===== src/rtl/sys_reset_pkg.sv =====
// Package: shared flag positions and widths for the reset controller.
// Assumes: the three status bits are read by software at these fixed positions.
package sys_reset_pkg;
    localparam int unsigned NUM_SRC  = 3;
    localparam int unsigned FLAG_PIN = 0;
    localparam int unsigned FLAG_WAKE = 1;
    localparam int unsigned FLAG_WDT = 2;
    typedef logic [NUM_SRC-1:0] src_flags_t;
endpackage


===== src/rtl/rst_pin_qual.sv =====
// Module: rst_pin_qual
// Synchronizes the asynchronous active-low pin with two flops and counts
// consecutive low cycles. The output is high once the count reaches MIN_LOW,
// and stays high while the pin remains low.
// Assumes: the pin idles high and rst_n is synchronous to clk.
module rst_pin_qual #(
    parameter int unsigned MIN_LOW = 20
) (
    input  logic clk,
    input  logic rst_n,
    input  logic pin_raw_n,
    output logic qual_o
);
    localparam int unsigned CW = $clog2(MIN_LOW + 1);

    logic          sync1_q;
    logic          sync2_q;
    logic [CW-1:0] low_cnt_q;

    // Two-flop synchronizer followed by a saturating low-cycle counter.
    always_ff @(posedge clk) begin
        if (!rst_n) begin
            sync1_q   <= 1'b1;
            sync2_q   <= 1'b1;
            low_cnt_q <= '0;
        end else begin
            sync1_q <= pin_raw_n;
            sync2_q <= sync1_q;
            if (sync2_q)
                low_cnt_q <= '0;
            else if (low_cnt_q != CW'(MIN_LOW))
                low_cnt_q <= low_cnt_q + 1'b1;
        end
    end

    // The pin counts as a reset only after the full run of low cycles.
    always_comb qual_o = (low_cnt_q == CW'(MIN_LOW));
endmodule


===== src/rtl/rst_hold_timer.sv =====
// Module: rst_hold_timer
// Holds active_o high for len_i+1 cycles after a start pulse. A new start
// while the timer is running reloads the length.
// Assumes: len_i is sampled only in the cycle where start_i is high.
module rst_hold_timer #(
    parameter int unsigned W = 8
) (
    input  logic         clk,
    input  logic         rst_n,
    input  logic         start_i,
    input  logic [W-1:0] len_i,
    output logic         active_o
);
    logic [W-1:0] cnt_q;
    logic         act_q;

    // Load on start, count down while active, release after reaching zero.
    always_ff @(posedge clk) begin
        if (!rst_n) begin
            act_q <= 1'b0;
            cnt_q <= '0;
        end else if (start_i) begin
            act_q <= 1'b1;
            cnt_q <= len_i;
        end else if (act_q) begin
            if (cnt_q == '0)
                act_q <= 1'b0;
            else
                cnt_q <= cnt_q - 1'b1;
        end
    end

    // Expose the hold state.
    always_comb active_o = act_q;
endmodule


===== src/rtl/rst_src_flags.sv =====
// Module: rst_src_flags
// Reset-cause status bits with write-1-to-clear. A pin cause replaces the
// whole status with only the pin bit set. Wake and watchdog causes OR in
// their own bits. A set always wins over a clear in the same cycle.
// Assumes: set inputs are already qualified by the caller.
module rst_src_flags
    import sys_reset_pkg::*;
(
    input  logic       clk,
    input  logic       rst_n,
    input  logic       set_pin_i,
    input  logic       set_wake_i,
    input  logic       set_wdt_i,
    input  logic       clr_we_i,
    input  src_flags_t clr_mask_i,
    output src_flags_t flags_o
);
    src_flags_t flags_q;
    src_flags_t flags_d;

    // Next-state: apply the clear first, then the sets so that they dominate.
    always_comb begin
        flags_d = flags_q & ~(clr_we_i ? clr_mask_i : '0);
        if (set_pin_i) begin
            flags_d           = '0;
            flags_d[FLAG_PIN] = 1'b1;
        end else begin
            if (set_wake_i) flags_d[FLAG_WAKE] = 1'b1;
            if (set_wdt_i)  flags_d[FLAG_WDT]  = 1'b1;
        end
    end

    // Status register.
    always_ff @(posedge clk) begin
        if (!rst_n) flags_q <= '0;
        else        flags_q <= flags_d;
    end

    // Expose the status bits.
    always_comb flags_o = flags_q;
endmodule


===== src/rtl/sys_reset_ctrl.sv =====
// Module: sys_reset_ctrl (top)
// Merges the pin, standby-wake and watchdog reset causes into one system
// reset, requests oscillator start on wake, and records the causes.
// The system reset is the OR of the three per-cause hold states, so it stays
// asserted until the last active cause releases.
// Assumes: wake_evt and wdt_ovf are one-cycle pulses synchronous to clk.
module sys_reset_ctrl
    import sys_reset_pkg::*;
#(
    parameter int unsigned MIN_LOW  = 20,
    parameter int unsigned WDT_HOLD = 512,
    parameter int unsigned DLY_W    = 8
) (
    input  logic             clk,
    input  logic             rst_n,
    input  logic             rst_pin_n,
    input  logic             wake_evt,
    input  logic [DLY_W-1:0] wake_dly,
    input  logic             wdt_ovf,
    input  logic             wdt_rst_en,
    input  logic             clr_we,
    input  logic [2:0]       clr_mask,
    output logic             sys_rst,
    output logic             osc_start,
    output logic [2:0]       rst_src
);
    localparam int unsigned HOLD_W = $clog2(WDT_HOLD);

    logic pin_act;
    logic wake_act;
    logic wdt_act;
    logic wdt_fire;
    logic osc_q;
    src_flags_t flags;

    // Overflow qualified by the enable; ignored entirely otherwise.
    always_comb wdt_fire = wdt_ovf & wdt_rst_en;

    rst_pin_qual #(.MIN_LOW(MIN_LOW)) u_pin (
        .clk       (clk),
        .rst_n     (rst_n),
        .pin_raw_n (rst_pin_n),
        .qual_o    (pin_act)
    );

    rst_hold_timer #(.W(DLY_W)) u_wake (
        .clk      (clk),
        .rst_n    (rst_n),
        .start_i  (wake_evt),
        .len_i    (wake_dly),
        .active_o (wake_act)
    );

    rst_hold_timer #(.W(HOLD_W)) u_wdt (
        .clk      (clk),
        .rst_n    (rst_n),
        .start_i  (wdt_fire),
        .len_i    (HOLD_W'(WDT_HOLD - 1)),
        .active_o (wdt_act)
    );

    rst_src_flags u_flags (
        .clk        (clk),
        .rst_n      (rst_n),
        .set_pin_i  (pin_act),
        .set_wake_i (wake_evt),
        .set_wdt_i  (wdt_fire),
        .clr_we_i   (clr_we),
        .clr_mask_i (clr_mask),
        .flags_o    (flags)
    );

    // One-cycle oscillator start request aligned with the wake reset rising.
    always_ff @(posedge clk) begin
        if (!rst_n) osc_q <= 1'b0;
        else        osc_q <= wake_evt;
    end

    // Output drive.
    always_comb begin
        sys_rst   = pin_act | wake_act | wdt_act;
        osc_start = osc_q;
        rst_src   = flags;
    end
endmodule


===== config.mk =====
export PLATFORM = sky130hd
export DESIGN_NAME = sys_reset_ctrl
export DESIGN_NICKNAME = d
export VERILOG_FILES = /design/src/rtl/sys_reset_pkg.sv /design/src/rtl/rst_pin_qual.sv /design/src/rtl/rst_hold_timer.sv /design/src/rtl/rst_src_flags.sv /design/src/rtl/sys_reset_ctrl.sv
export SDC_FILE = /design/constraint.sdc
export NUM_CORES = 1
export LEC_CHECK = 0
export BUFFER_PORTS_ARGS = -buffer_cell sky130_fd_sc_hd__buf_2
export CAP_MARGIN = 20
export CORE_MARGIN = 1
export CORE_UTILIZATION = 45
export CTS_CLUSTER_SIZE = 25
export DETAILED_ROUTE_END_ITERATION = 12
export PLACE_DENSITY = 0.66
export SLEW_MARGIN = 10
export SYNTH_ARGS = -nofsm -noshare
export SYNTH_HDL_FRONTEND = slang
export SYNTH_SLANG_ARGS = --single-unit

===== constraint.sdc =====
create_clock -name clk -period 1.5 [get_ports clk]
set_input_delay 0.075 -clock clk [delete_from_list [all_inputs] [get_ports clk]]
set_output_delay 0.075 -clock clk [all_outputs]
set_load 0.05 [all_outputs]

# ---- Yosys cells after proc, flatten, opt, wreduce, memory -nomap -nowiden
# Index checks and enable logic that the tools add are counted.
dict set report op_classes {
  n_addsub 3
  mul 0
  n_div 0
  magnitude_cmp 0
  n_eq_ne 4
  shifts 0
  mux 16
  bitwise_logic 6
  n_reduce_logical 8
}
# op n
set ops {}
lappend ops {{two-way mux 9 bit} 3}
lappend ops {{two-way mux 8 bit} 3}
lappend ops {{logical NOT 9 bit} 1}
lappend ops {{two-way mux 1 bit} 9}
lappend ops {{subtractor 9 x 1 -> 9 bit, second input constant} 1}
lappend ops {{logical NOT 8 bit} 1}
lappend ops {{subtractor 8 x 1 -> 8 bit, second input constant} 1}
lappend ops {{adder 5 x 1 -> 5 bit, second input constant} 1}
lappend ops {{equality test 5 bit, second input constant} 1}
lappend ops {{inequality test 5 bit, second input constant} 1}
lappend ops {{AND reduction 2 bit} 2}
lappend ops {{nonzero test 2 bit} 2}
lappend ops {{OR reduction 2 bit} 2}
lappend ops {{bitwise AND 3 bit} 1}
lappend ops {{two-way mux 3 bit} 1}
lappend ops {{inverter 3 bit} 1}
lappend ops {{inequality test 2 x 1 -> 1 bit, second input constant} 1}
lappend ops {{inequality test 2 bit, second input constant} 1}
lappend ops {{bitwise OR 1 bit} 2}
lappend ops {{bitwise AND 1 bit} 1}
lappend ops {{inverter 1 bit} 1}
dict set report totals {
  regBits 30
  latchBits 0
  ram_bits 0
  mem_bits_ro 0
  inputBits 18
  out_inout_bits 5
  wordCells 47
  mem_count 0
}

# ---- Logic depth before layout (Yosys ltp)
# Gate-level depths: netlist (run 1).
dict set report depth {
  depth_word 4
  depth_mapped 6
}

# ---- Cells and area by module
# From an unflattened synthesis (run 1), not the netlist that was laid out.
dict set report hier_totals {
  hier_cells 179
  hier_area_um2 1535.2
}
# mod instances cells_per_inst area_per_inst_um2 seq_area_each_um2
set modules_own_cells {}
lappend modules_own_cells {{rst_hold_timer at u_wdt} 1 66 538.0 200.2}
lappend modules_own_cells {{rst_hold_timer at u_wake} 1 65 516.7 180.2}
lappend modules_own_cells {rst_pin_qual 1 30 316.6 140.1}
lappend modules_own_cells {rst_src_flags 1 13 121.4 60.1}
lappend modules_own_cells {sys_reset_ctrl 1 5 42.5 20.0}

# ---- Least setup slack after synthesis (run 1)
# OpenSTA, ideal clock, no wires.
dict set report synth_path {
  kind {flip-flop to flip-flop}
  from {register u_wdt.cnt_q[0]}
  to {register u_wdt.cnt_q[4]}
  t_arrival_ps 1382
  required_time_ps 1441
  path_slack_ps 58
  path_stages_with_launch 7
  n_path_buf 0
  period_less_slack_ps 1442
  cell_sequence {dfxtp_1 > inv_1 > ha_1 > nand2_1 > or4_1 > o211ai_1 > and2_1}
}
dict set report synth_between {
  elab_chain_cells 4
  elab_cells_between_ends 7
  classes_between {1 x add/sub; 1 x eq/ne; 3 x mux; 2 x reduce/logical}
}
# element line
set synth_lines {}
lappend synth_lines {{from (decl)} rst_hold_timer.sv:14} ;# logic [W-1:0] cnt_q;
lappend synth_lines {{from (signal assigned)} rst_hold_timer.sv:24} ;# cnt_q <= len_i;
lappend synth_lines {{from (signal assigned)} rst_hold_timer.sv:29} ;# cnt_q <= cnt_q - 1'b1;
lappend synth_lines {{subtractor 9 x 1 -> 9 bit} rst_hold_timer.sv:29}
lappend synth_lines {{two-way mux 9 bit} rst_hold_timer.sv:26} ;# if (cnt_q == '0)
lappend synth_lines {{two-way mux 9 bit} rst_hold_timer.sv:25} ;# end else if (act_q) begin
lappend synth_lines {{two-way mux 9 bit} rst_hold_timer.sv:22} ;# end else if (start_i) begin
# Several ways; a longest one is shown, not always the timed one. The select of a mux whose other input is x is not followed.
# A chain may end at the register's enable or synchronous reset.

# ---- Worst setup path after layout (run 1)
dict set report layout_path {
  from {register u_wdt.cnt_q[6]}
  to {register u_wdt.cnt_q[1]}
}
dict set report layout_between {
  elab_chain_cells 3
}
# element line
set layout_lines {}
lappend layout_lines {{logical NOT 9 bit} rst_hold_timer.sv:26}
lappend layout_lines {{inequality test 2 x 1 -> 1 bit (no source line)} --}
lappend layout_lines {{AND reduction 2 bit (no source line)} --}
# No other way between the ends.

==> results of run 1 <==
-- state kept, by name, indices dropped and copies added, names as in the netlist --
name             cells
u_pin.low_cnt_q      5
u_wdt.cnt_q          9
u_wake.cnt_q         8
u_pin.sync1_q        1
u_wdt.active_o       1
u_wake.active_o      1
u_flags.flags_o      3
u_pin.sync2_q        1
osc_start            1
-- synth_stat cells (all sizes together), types with 2 or more instances --
master / count / area (um^2)
xnor2: 7 / 61.3
o211ai: 2 / 15.0
nand2: 12 / 45.0
mux2i: 3 / 30.0
nor2: 9 / 33.8
nor2b: 3 / 18.8
a21oi: 11 / 58.8
nor3b: 2 / 15.0
a31oi: 3 / 25.0
xor2: 2 / 17.5
ha: 4 / 50.1
nor3: 4 / 25.0
nand2b: 4 / 25.0
dfxtp: 30 / 601
and2: 2 / 12.5
or3: 4 / 30.0
a21boi: 9 / 71.3
nor4: 2 / 33.8
a311oi: 2 / 17.5
clkbuf: 4 / 15.0
a211oi: 3 / 22.5
o31ai: 2 / 15.0
o21ai: 5 / 25.0
inv: 10 / 37.5
nand3: 9 / 45.0
-- how the worst max path moves through the flow --
stage               cells past startpoint                            to                             from
floorplan                               6   u_wdt.cnt_q[4]$_SDFFE_PN0P_      u_wdt.cnt_q[0]$_SDFFE_PN0P_
CTS                                     5                       sys_rst  u_pin.low_cnt_q[0]$_SDFFE_PP0N_
global route                            4   u_wdt.cnt_q[1]$_SDFFE_PN0P_      u_wdt.cnt_q[6]$_SDFFE_PN0P_
finish                                  4   u_wdt.cnt_q[1]$_SDFFE_PN0P_      u_wdt.cnt_q[6]$_SDFFE_PN0P_
global placement                        6  u_wake.cnt_q[2]$_SDFFE_PN0P_     u_wake.cnt_q[0]$_SDFFE_PN0P_
detailed placement                      6  u_wake.cnt_q[2]$_SDFFE_PN0P_     u_wake.cnt_q[0]$_SDFFE_PN0P_
-- cell usage in the layout, fill, tap and decap left out, drive strengths merged, types with 4 or more instances in the layout --
cell         Yosys  layout
a21boi           9       9
a21oi           11      11
buf              0      36
clkbuf           4       6
dfxtp           30      30
dlygate4sd3      0       4
ha               4       4
inv             10      10
nand2           12      12
nand2b           4       4
nand3            9       9
nor2             9       9
nor3             4       4
o21ai            5       5
or3              4       4
xnor2            7       7
-- cell type report --
type,instances,area share [%]
sequential,30,31.2
clock inverter,2,3.07
clock buffer,6,2.62
tap,44,2.81
multi-input combinational,115,44.8
timing repair buffer,40,13.5
inverter,10,1.92
-- power by group through the flow --
stage | Combinational (mW) | Sequential [mW] | Clock, mW
6_report | 0.463 | 0.915 | 0.864
5_1_grt | 0.504 | 0.923 | 0.914
4_1_cts | 0.423 | 0.909 | 0.874
3_5_place_dp | 0.380 | 0.927 | 0
3_3_place_gp | 0.369 | 0.924 | 0
2_1_floorplan | 0.245 | 0.938 | 0
-- worst max-delay path, cell delays in order (launching register included) --
cell and delay (ns):
dfxtp_1 0.35, nor4_4 0.42, a31oi_2 0.20, mux2_4 0.33
a21boi_2 0.12
-- metal layers --
layer / vias up / track usage [%] / wire (um)
li1: 654 / - / -
met1: 611 / 22.5 / 1420
met2: 29 / 34.3 / 1600
met3: 2 / 6.77 / 119
met4: 0 / 7.82 / 19
met5: - / 0 / 0
-- repair_timing --
item / in CTS / in global routing
endpoints found under the setup margin: 7 / 10
pin swaps: 3 / 4
gates resized for setup: 8 / 20
buffers inserted: 5 / 1
endpoints found under the hold margin: 4 / 0
hold buffers: 4 / 0
-- metrics by stage --
| step | instances | setup WS (ns) |
|---|---|---|
| after floorplan | 159 | 0.0585 |
| after global placement | 230 | 0.0113 |
| after detailed placement | 230 | -0.0583 |
| after CTS | 247 | 0.00945 |
| after global routing | 247 | -0.0487 |
| final | 247 | 0.0221 |
-- logic make-up (layout without fill, tap and decap cells) --
| logic type | Yosys count | count (layout) | synth area share (%) |
|---|---|---|---|
| adders and majority gates | 4 | 4 | 3.42 |
| buffers and inverters | 14 | 58 | 3.60 |
| and+or+nand+nor | 56 | 56 | 23.3 |
| xor gates and xnor gates | 9 | 9 | 5.39 |
| AOI/OAI and AO/OA | 42 | 42 | 20.1 |
| muxes | 4 | 4 | 3.08 |
| DFF | 30 | 30 | 41.1 |
==> results.sh, run 1 <==
export IMPL_yosysWarnings=0
export IMPL_num_fill_cells=270
export IMPL_fin_skew_ns=0.00755
export IMPL_syn_area_per_cell_um2=9.19
export IMPL_ys_seq_elements=30
export IMPL_period_share_pct=98.5
export IMPL_cap_violations=0
export IMPL_port_buffers=22
export IMPL_htree_levels=2
export IMPL_nNetsFinal=224
export IMPL_fmax_ghz=0.677
export IMPL_swShare_pct=26.4
export IMPL_grt_pass1_vias=1215
export IMPL_clk_pin_slew_ns=0.10
export IMPL_worst_ep_required_time_ns=1.76
export IMPL_grt_pass1_wl_mm=5.04
export IMPL_numCtsBuffers=5
export IMPL_worstHoldEndpoint="u_flags.flags_o[2]$_SDFF_PP0_"
export IMPL_p_total_mw=2.24
export IMPL_power_density_mw_per_mm2=1140
export IMPL_r2r_cells=4
export IMPL_p_switching_mw=0.593
export IMPL_die_area_mm2=0.00348
export IMPL_synth_flop_cell="dfxtp_1"
export IMPL_clkLatencyLatePin_ns=0.33
export IMPL_start_util_pct=47.5
export IMPL_p_seq_share_pct=40.8
export IMPL_rows=20
export IMPL_synth_edf_count=0
export IMPL_critical_path_class="reg -> reg"
export IMPL_whs_ns=0.00921
export IMPL_ant_nets=0
export IMPL_drcViolationCount=0
export IMPL_status="finished clean"
export IMPL_grt_start_max_net_pins=28
export IMPL_rr_endpoint="u_wdt.cnt_q[1]$_SDFFE_PN0P_"
export IMPL_synth_nets=181
export IMPL_vdd_drop_max_mv=0.639
export IMPL_root_buffer="clkbuf_4"
export IMPL_wire_per_inst_um=12.8
export IMPL_drt_pass1_iter_count=4
export IMPL_worst_pin_slew_ns=0.441
export IMPL_cts_tree="yes"
export IMPL_drtIter0Drc=46
export IMPL_syn_to_final_growth_pct=34.1
export IMPL_drt_total_wl_mm=3.16
export IMPL_multi_input_area_um2=878
export IMPL_p_leak_nw=0.768
export IMPL_setup_tns_ns=0
export IMPL_placed_cell_area_mm2=0.00168
export IMPL_track_usage_pct=19.9
export IMPL_async_flop_share_pct=0
export IMPL_arrival_ns=1.74
export IMPL_drv_slew=0
export IMPL_clock_sinks=30
export IMPL_core_area_mm2=0.00308
export IMPL_gp_congestion=0.857
export IMPL_setup_viol_count_final=0
export IMPL_dieWidth_um=59.0
export IMPL_dr_total_vias=1296
export IMPL_drive_gt1_share_pct=35.5
export IMPL_syn_inst=159
export IMPL_insertedDiodeCount=0
export IMPL_clockPowerShare_pct=38.6
export IMPL_clockBufferDepth=2
export IMPL_regToRegSetupSlack_ns=0.02
export IMPL_pwr_share_comb_pct=20.6
export IMPL_yosysSeqAreaShare_pct=41.1
export IMPL_final_hold_violation_count=0
export IMPL_relSlewSlack_pct=70.6
export IMPL_pin_count=23
export IMPL_gr_total_overflow=0
export IMPL_die_height_um=59.0
export IMPL_rsz0062_at_grt="yes"
export IMPL_regToRegStartpoint="u_wdt.cnt_q[6]$_SDFFE_PN0P_"
export IMPL_holdPathStages=4
export IMPL_hp_class="in -> reg"
export IMPL_cp_end_kind="flop"
export IMPL_hpwl_mm=2.12
export IMPL_p_int_mw=1.65
export IMPL_antenna_found_initial=0
export IMPL_crit_fanout=5
export IMPL_ff_latch_area_um2=612
export IMPL_fin_area_mm2=0.00196
export IMPL_utilization_pct=63.7
export IMPL_start_kind="flop"
export IMPL_synth_cell_types=43
export IMPL_hp_start="clr_mask[2]"
export IMPL_netlist_area_mm2=0.00146
export IMPL_vias_per_cell=5.25
export IMPL_layout_min_cycle_time_ns=1.48
Note: power is estimated with default switching activity, not from simulation.
==> run 2, diff against run 1 <==
clock period = 1.6 ns   (was 1.5 ns; I/O delays follow)
==> run 2 against run 1 <==
- power decreased by 9.5%
- count of clock-buffer cells in the layout is the same
- highest routed layer unchanged
- via count shrank 3.6%
- critical path type unchanged
- critical path depth did not move
- worst setup slack gained 0.041 ns
- clock power down 8.3%
- combinational power fell by 19%
- worst hold slack improved by 0.0097 ns
- clock skew down 0.0034 ns
- global-route usage shrank 0.14 points
==> results.sh, run 2 (synthesis results as in run 1) <==
export IMPL_status="finished clean"
export IMPL_drcViolationCount=0
export IMPL_grt_start_max_net_pins=28
export IMPL_drt_pass1_iter_count=4
export IMPL_clockPowerShare_pct=39.0
export IMPL_port_buffers=22
export IMPL_die_height_um=59.0
export IMPL_fmax_ghz=0.651
export IMPL_start_util_pct=47.5
export IMPL_clockBufferDepth=2
export IMPL_placed_cell_area_mm2=0.00163
export IMPL_wire_per_inst_um=12.8
export IMPL_cts_tree="yes"
export IMPL_drtIter0Drc=34
export IMPL_regMostFlops="u_wdt.cnt_q"
export IMPL_track_usage_pct=19.7
export IMPL_worst_pin_slew_ns=0.465
export IMPL_hp_class="in -> reg"
export IMPL_numCtsBuffers=5
export IMPL_dpl_cell_count=224
export IMPL_p_int_mw=1.51
export IMPL_arrival_ns=1.80
export IMPL_syn_to_final_growth_pct=25.8
export IMPL_relSlewSlack_pct=68.8
export IMPL_fin_area_mm2=0.00184
export IMPL_nNetsFinal=215
export IMPL_ant_nets=0
export IMPL_hpwl_mm=1.98
export IMPL_antenna_found_initial=0
export IMPL_crit_fanout=5
export IMPL_worst_ep_required_time_ns=1.86
export IMPL_gr_total_overflow=0
export IMPL_core_area_mm2=0.00308
export IMPL_vias_per_cell=5.25
export IMPL_pin_count=23
export IMPL_clk_pin_slew_ns=0.10
export IMPL_top_regs="u_wdt.cnt_q x9, u_wake.cnt_q x8, u_pin.low_cnt_q x5"
export IMPL_clkLatencyLatePin_ns=0.32
export IMPL_layout_common_cells="28 x dfxtp_1, 22 x buf_2, 12 x nand2_1"
export IMPL_drt_total_wl_mm=3.05
export IMPL_die_area_mm2=0.00348
export IMPL_vdd_drop_max_mv=0.703
export IMPL_cp_end_kind="flop"
export IMPL_start_kind="flop"
export IMPL_p_leak_nw=0.714
export IMPL_largest_reg_flops=9
export IMPL_holdPathStages=3
export IMPL_htree_levels=2
export IMPL_p_switching_mw=0.519
export IMPL_r2r_cells=4
export IMPL_drv_slew=0
export IMPL_power_density_mw_per_mm2=1100
export IMPL_p_seq_share_pct=42.5
export IMPL_gp_congestion=0.837
export IMPL_setup_viol_count_final=0
export IMPL_drive_gt1_share_pct=26.8
export IMPL_cap_violations=0
export IMPL_dieWidth_um=59.0
export IMPL_final_hold_violation_count=0
export IMPL_rows=20
export IMPL_root_buffer="clkbuf_4"
export IMPL_layout_min_cycle_time_ns=1.54
export IMPL_swShare_pct=25.6
export IMPL_clock_sinks=30
export IMPL_grt_pass1_wl_mm=5.09
export IMPL_fin_skew_ns=0.00413
export IMPL_num_fill_cells=276
export IMPL_grt_pass1_vias=1185
export IMPL_insertedDiodeCount=0
export IMPL_fin_cells=238
export IMPL_final_common_cell="dfxtp_1"
export IMPL_critical_path_class="reg -> reg"
export IMPL_period_share_pct=96.1
export IMPL_dr_total_vias=1249
export IMPL_pwr_share_comb_pct=18.5
-- run 2: cell types whose count changed in the layout (fill, tap and decap cells not counted), sizes merged --
cell         delta
dlygate4sd3     -1
buf             -8
-- run 2: worst paths after layout --
check | from | end | slack (ns)
worst max-delay path | u_wdt.cnt_q[5]$_SDFFE_PN0P_ | u_wdt.cnt_q[1]$_SDFFE_PN0P_ | 0.06
worst min-delay path | wake_dly[3] | u_wake.cnt_q[3]$_SDFFE_PN0P_ | 0.02
worst max register to register | u_wdt.cnt_q[5]$_SDFFE_PN0P_ | u_wdt.cnt_q[1]$_SDFFE_PN0P_ | 0.06
worst min register to register | u_pin.sync1_q$_SDFF_PN1_ | u_pin.sync2_q$_SDFF_PN1_ | 0.42
-- run 2: per-stage QoR --
step / util, % / hold WS (ns) / worst slack (ns) / total power, mW / TNS (ns)
CTS: 57.9 / 0.00807 / 0.00644 / 2.02 / 0
floorplan: - / 0.153 / 0.158 / 1.11 / 0
global route: 59.7 / 0.0158 / -0.0411 / 2.13 / -0.0834
finish: 59.7 / 0.0189 / 0.0628 / 2.03 / 0
detailed placement: 53.1 / 0.276 / 0.00519 / 1.20 / 0
global placement: 53.1 / 0.270 / 0.0819 / 1.19 / 0
-- run 2: cell type report --
cell class / instances / area (um^2) / share of cell area (%)
clock buffers: 6 / 51.3 / 2.79
clock inverters: 2 / 60.1 / 3.27
inverters: 10 / 37.5 / 2.04
multi-input cells: 115 / 846 / 46.0
flip-flops and latches: 30 / 603 / 32.8
well taps: 44 / 55.1 / 3.00
repair buffers: 31 / 185 / 10.1
-- run 2: routing by layer --
layer,up-vias,routed length (um),track usage [%],part of all wire (%)
met5,-,0,0,0
met4,0,40,10.9,1.3
met3,6,82,4.80,2.7
met2,25,1590,32.0,52
met1,583,1330,24.0,44
li1,635,-,-,-
-- run 2: repair_timing --
item | CTS | global route
gates resized for setup | 0 | 10
endpoints found under the hold margin | 3 | 0
hold buffers | 3 | 0
setup buffers | 1 | 2
endpoints found under the setup margin | 1 | 8
-- run 2: critical path, stage by stage (launching register included) --
cell      delay [ns]
dfxtp_1         0.40
nor4_4          0.42
a31oi_2         0.20
mux2_4          0.34
a21boi_2        0.12
-- run 2: power by group through the flow --
stage	combinational (mW)	sequential [mW]	clock, mW
floorplan	0.230	0.879	0
global placement	0.318	0.872	0
detailed placement	0.322	0.875	0
CTS	0.338	0.860	0.818
global route	0.412	0.873	0.848
finish	0.374	0.863	0.792
==> run 3, diff against run 2 <==
CORE_UTILIZATION = 55   (was 45)
PLACE_DENSITY = 0.78   (was 0.66)
==> run 3 against run 2 <==
- first-iteration DRC count rose by 15%
- largest cell class unchanged
- flip-flop and latch count stayed put
- utilization increased by 14 points
- largest power group unchanged
- sequential power about the same
==> results.sh, run 3 (synthesis results as in run 1) <==
export IMPL_drv_slew=0
export IMPL_layout_common_cells="27 x dfxtp_1, 21 x buf_2, 12 x nand2_1"
export IMPL_fmax_ghz=0.649
export IMPL_clockBufferDepth=2
export IMPL_setup_viol_count_final=0
export IMPL_drcViolationCount=0
export IMPL_wl_met1_mm=1.33
export IMPL_fin_cells=226
export IMPL_drt_pass1_iter_count=4
export IMPL_gp_congestion=0.815
export IMPL_arrival_ns=1.77
export IMPL_cp_slowest_cell="dfxtp_2"
export IMPL_layout_min_cycle_time_ns=1.54
export IMPL_wire_per_inst_um=13.3
export IMPL_drt_total_wl_mm=3.00
export IMPL_hpwl_mm=2.01
export IMPL_wl_met3_um=154
export IMPL_numCtsBuffers=5
export IMPL_root_buffer="clkbuf_4"
export IMPL_final_common_cell="dfxtp_1"
export IMPL_cpPeakStageDelay_ns=0.36
export IMPL_path_cells="inv_1 > ha_2 > nor4b_4 > buf_4 > a21oi_4 > xnor2_1 > o211a_1"
export IMPL_pin_count=23
export IMPL_period_share_pct=96.3
export IMPL_critical_path_class="reg -> reg"
export IMPL_crit_fanout=6
export IMPL_final_hold_violation_count=0
export IMPL_dpl_cell_count=212
export IMPL_die_area_mm2=0.00287
export IMPL_port_buffers=22
export IMPL_start_util_pct=58.5
export IMPL_rsz0062_at_grt="yes"
export IMPL_fin_skew_ns=0.0119
export IMPL_dr_total_vias=1248
export IMPL_top_regs="u_wdt.cnt_q x9, u_wake.cnt_q x8, u_pin.low_cnt_q x5"
export IMPL_core_area_mm2=0.00250
export IMPL_p_total_mw=2.04
export IMPL_crit_buf_inv=2
export IMPL_drtIter0Drc=39
export IMPL_hp_class="in -> reg"
export IMPL_cp_top_family="compound AO/OA/AOI/OAI gates"
export IMPL_syn_to_final_growth_pct=25.7
export IMPL_cap_violations=0
export IMPL_regMostFlops="u_wdt.cnt_q"
export IMPL_pre_cts_slack_ns=-0.00170
export IMPL_grt_pass1_wl_mm=4.65
export IMPL_p_leak_nw=0.726
export IMPL_drive_gt1_share_pct=28.1
export IMPL_gr_total_overflow=0
export IMPL_die_height_um=53.5
export IMPL_rows=18
export IMPL_cts_tree="yes"
export IMPL_antenna_found_initial=0
export IMPL_vdd_drop_max_mv=0.930
export IMPL_worst_ep_required_time_ns=1.83
export IMPL_insertedDiodeCount=0
export IMPL_worst_slack_ns=0.0585
export IMPL_dieWidth_um=53.5
export IMPL_status="finished clean"
export IMPL_cp_end_kind="flop"
export IMPL_clkLatencyLatePin_ns=0.33
export IMPL_highest_layer="met4"
export IMPL_grt_pass1_vias=1051
export IMPL_largest_reg_flops=9
export IMPL_vias_per_cell=5.52
export IMPL_nNetsFinal=217
export IMPL_ant_nets=0
export IMPL_clock_sinks=30
export IMPL_relSlewSlack_pct=72.9
export IMPL_grt_start_max_net_pins=28
export IMPL_setup_tns_ns=0
export IMPL_dr_wl_met2_mm=1.47
export IMPL_htree_levels=2
export IMPL_start_kind="flop"
export IMPL_power_density_mw_per_mm2=1110
export IMPL_worst_pin_slew_ns=0.406
export IMPL_track_usage_pct=23.5
export IMPL_clk_pin_slew_ns=0.10
[run 3: worst reg2reg max path: stages (launching register included)]
cell and delay, ns:
dfxtp_2 0.36, inv_1 0.05, ha_2 0.19, nor4b_4 0.13, buf_4 0.17, a21oi_4 0.24, xnor2_1 0.10, o211a_1 0.21
[run 3: repair_timing]
item,4_1_cts,5_1_grt
buffers inserted,1,1
pin swaps,3,2
hold buffers,4,0
gates resized for setup,5,7
endpoints found under the setup margin,3,9
hold endpoints to repair,4,0
[run 3: final timing paths]
| check | end | start | slack (ns) | depth (start not counted) |
|---|---|---|---|---|
| worst min register to register | u_pin.sync2_q$_SDFF_PN1_ | u_pin.sync1_q$_SDFF_PN1_ | 0.42 | 1 |
| worst max-delay path | u_wake.cnt_q[0]$_SDFFE_PN0P_ | u_wake.cnt_q[1]$_SDFFE_PN0P_ | 0.06 | 7 |
| worst min-delay path | u_wake.cnt_q[3]$_SDFFE_PN0P_ | wake_dly[3] | 0.01 | 3 |
| worst max register to register | u_wake.cnt_q[0]$_SDFFE_PN0P_ | u_wake.cnt_q[1]$_SDFFE_PN0P_ | 0.06 | 7 |
[run 3: final cells by class]
| cell class | count | area [um^2] |
|---|---|---|
| Clock buffer | 6 | 51.3 |
| Clock inverter | 2 | 60.1 |
| Fill cell | 173 | 663 |
| Inverter | 10 | 37.5 |
| Multi-Input combinational cell | 115 | 841 |
| Sequential cell | 30 | 604 |
| Tap cell | 30 | 37.5 |
| Timing Repair Buffer | 33 | 205 |
[run 3: routing by layer]
metal | global-route usage (%) | vias up
li1 | - | 644
met1 | 27.0 | 557
met3 | 7.63 | 4
met4 | 9.21 | 0
met5 | 0 | -
met2 | 40.0 | 43
[run 3: power breakdown]
| part | switching, mW | total, mW | internal, mW |
|---|---|---|---|
| Clock | 0.268 | 0.798 | 0.529 |
| Sequential | 0.0602 | 0.860 | 0.799 |
| Combinational | 0.198 | 0.378 | 0.180 |
| Total | 0.526 | 2.04 | 1.51 |
[run 3: per-stage QoR]
step	util, %	hold WS [ns]	area (um^2)
finish	73.5	0.0118	1840
floorplan	-	0.153	1460
detailed placement	65.3	0.269	1630
global route	73.5	0.0281	1840
global placement	65.3	0.262	1630
CTS	72.3	0.0118	1810
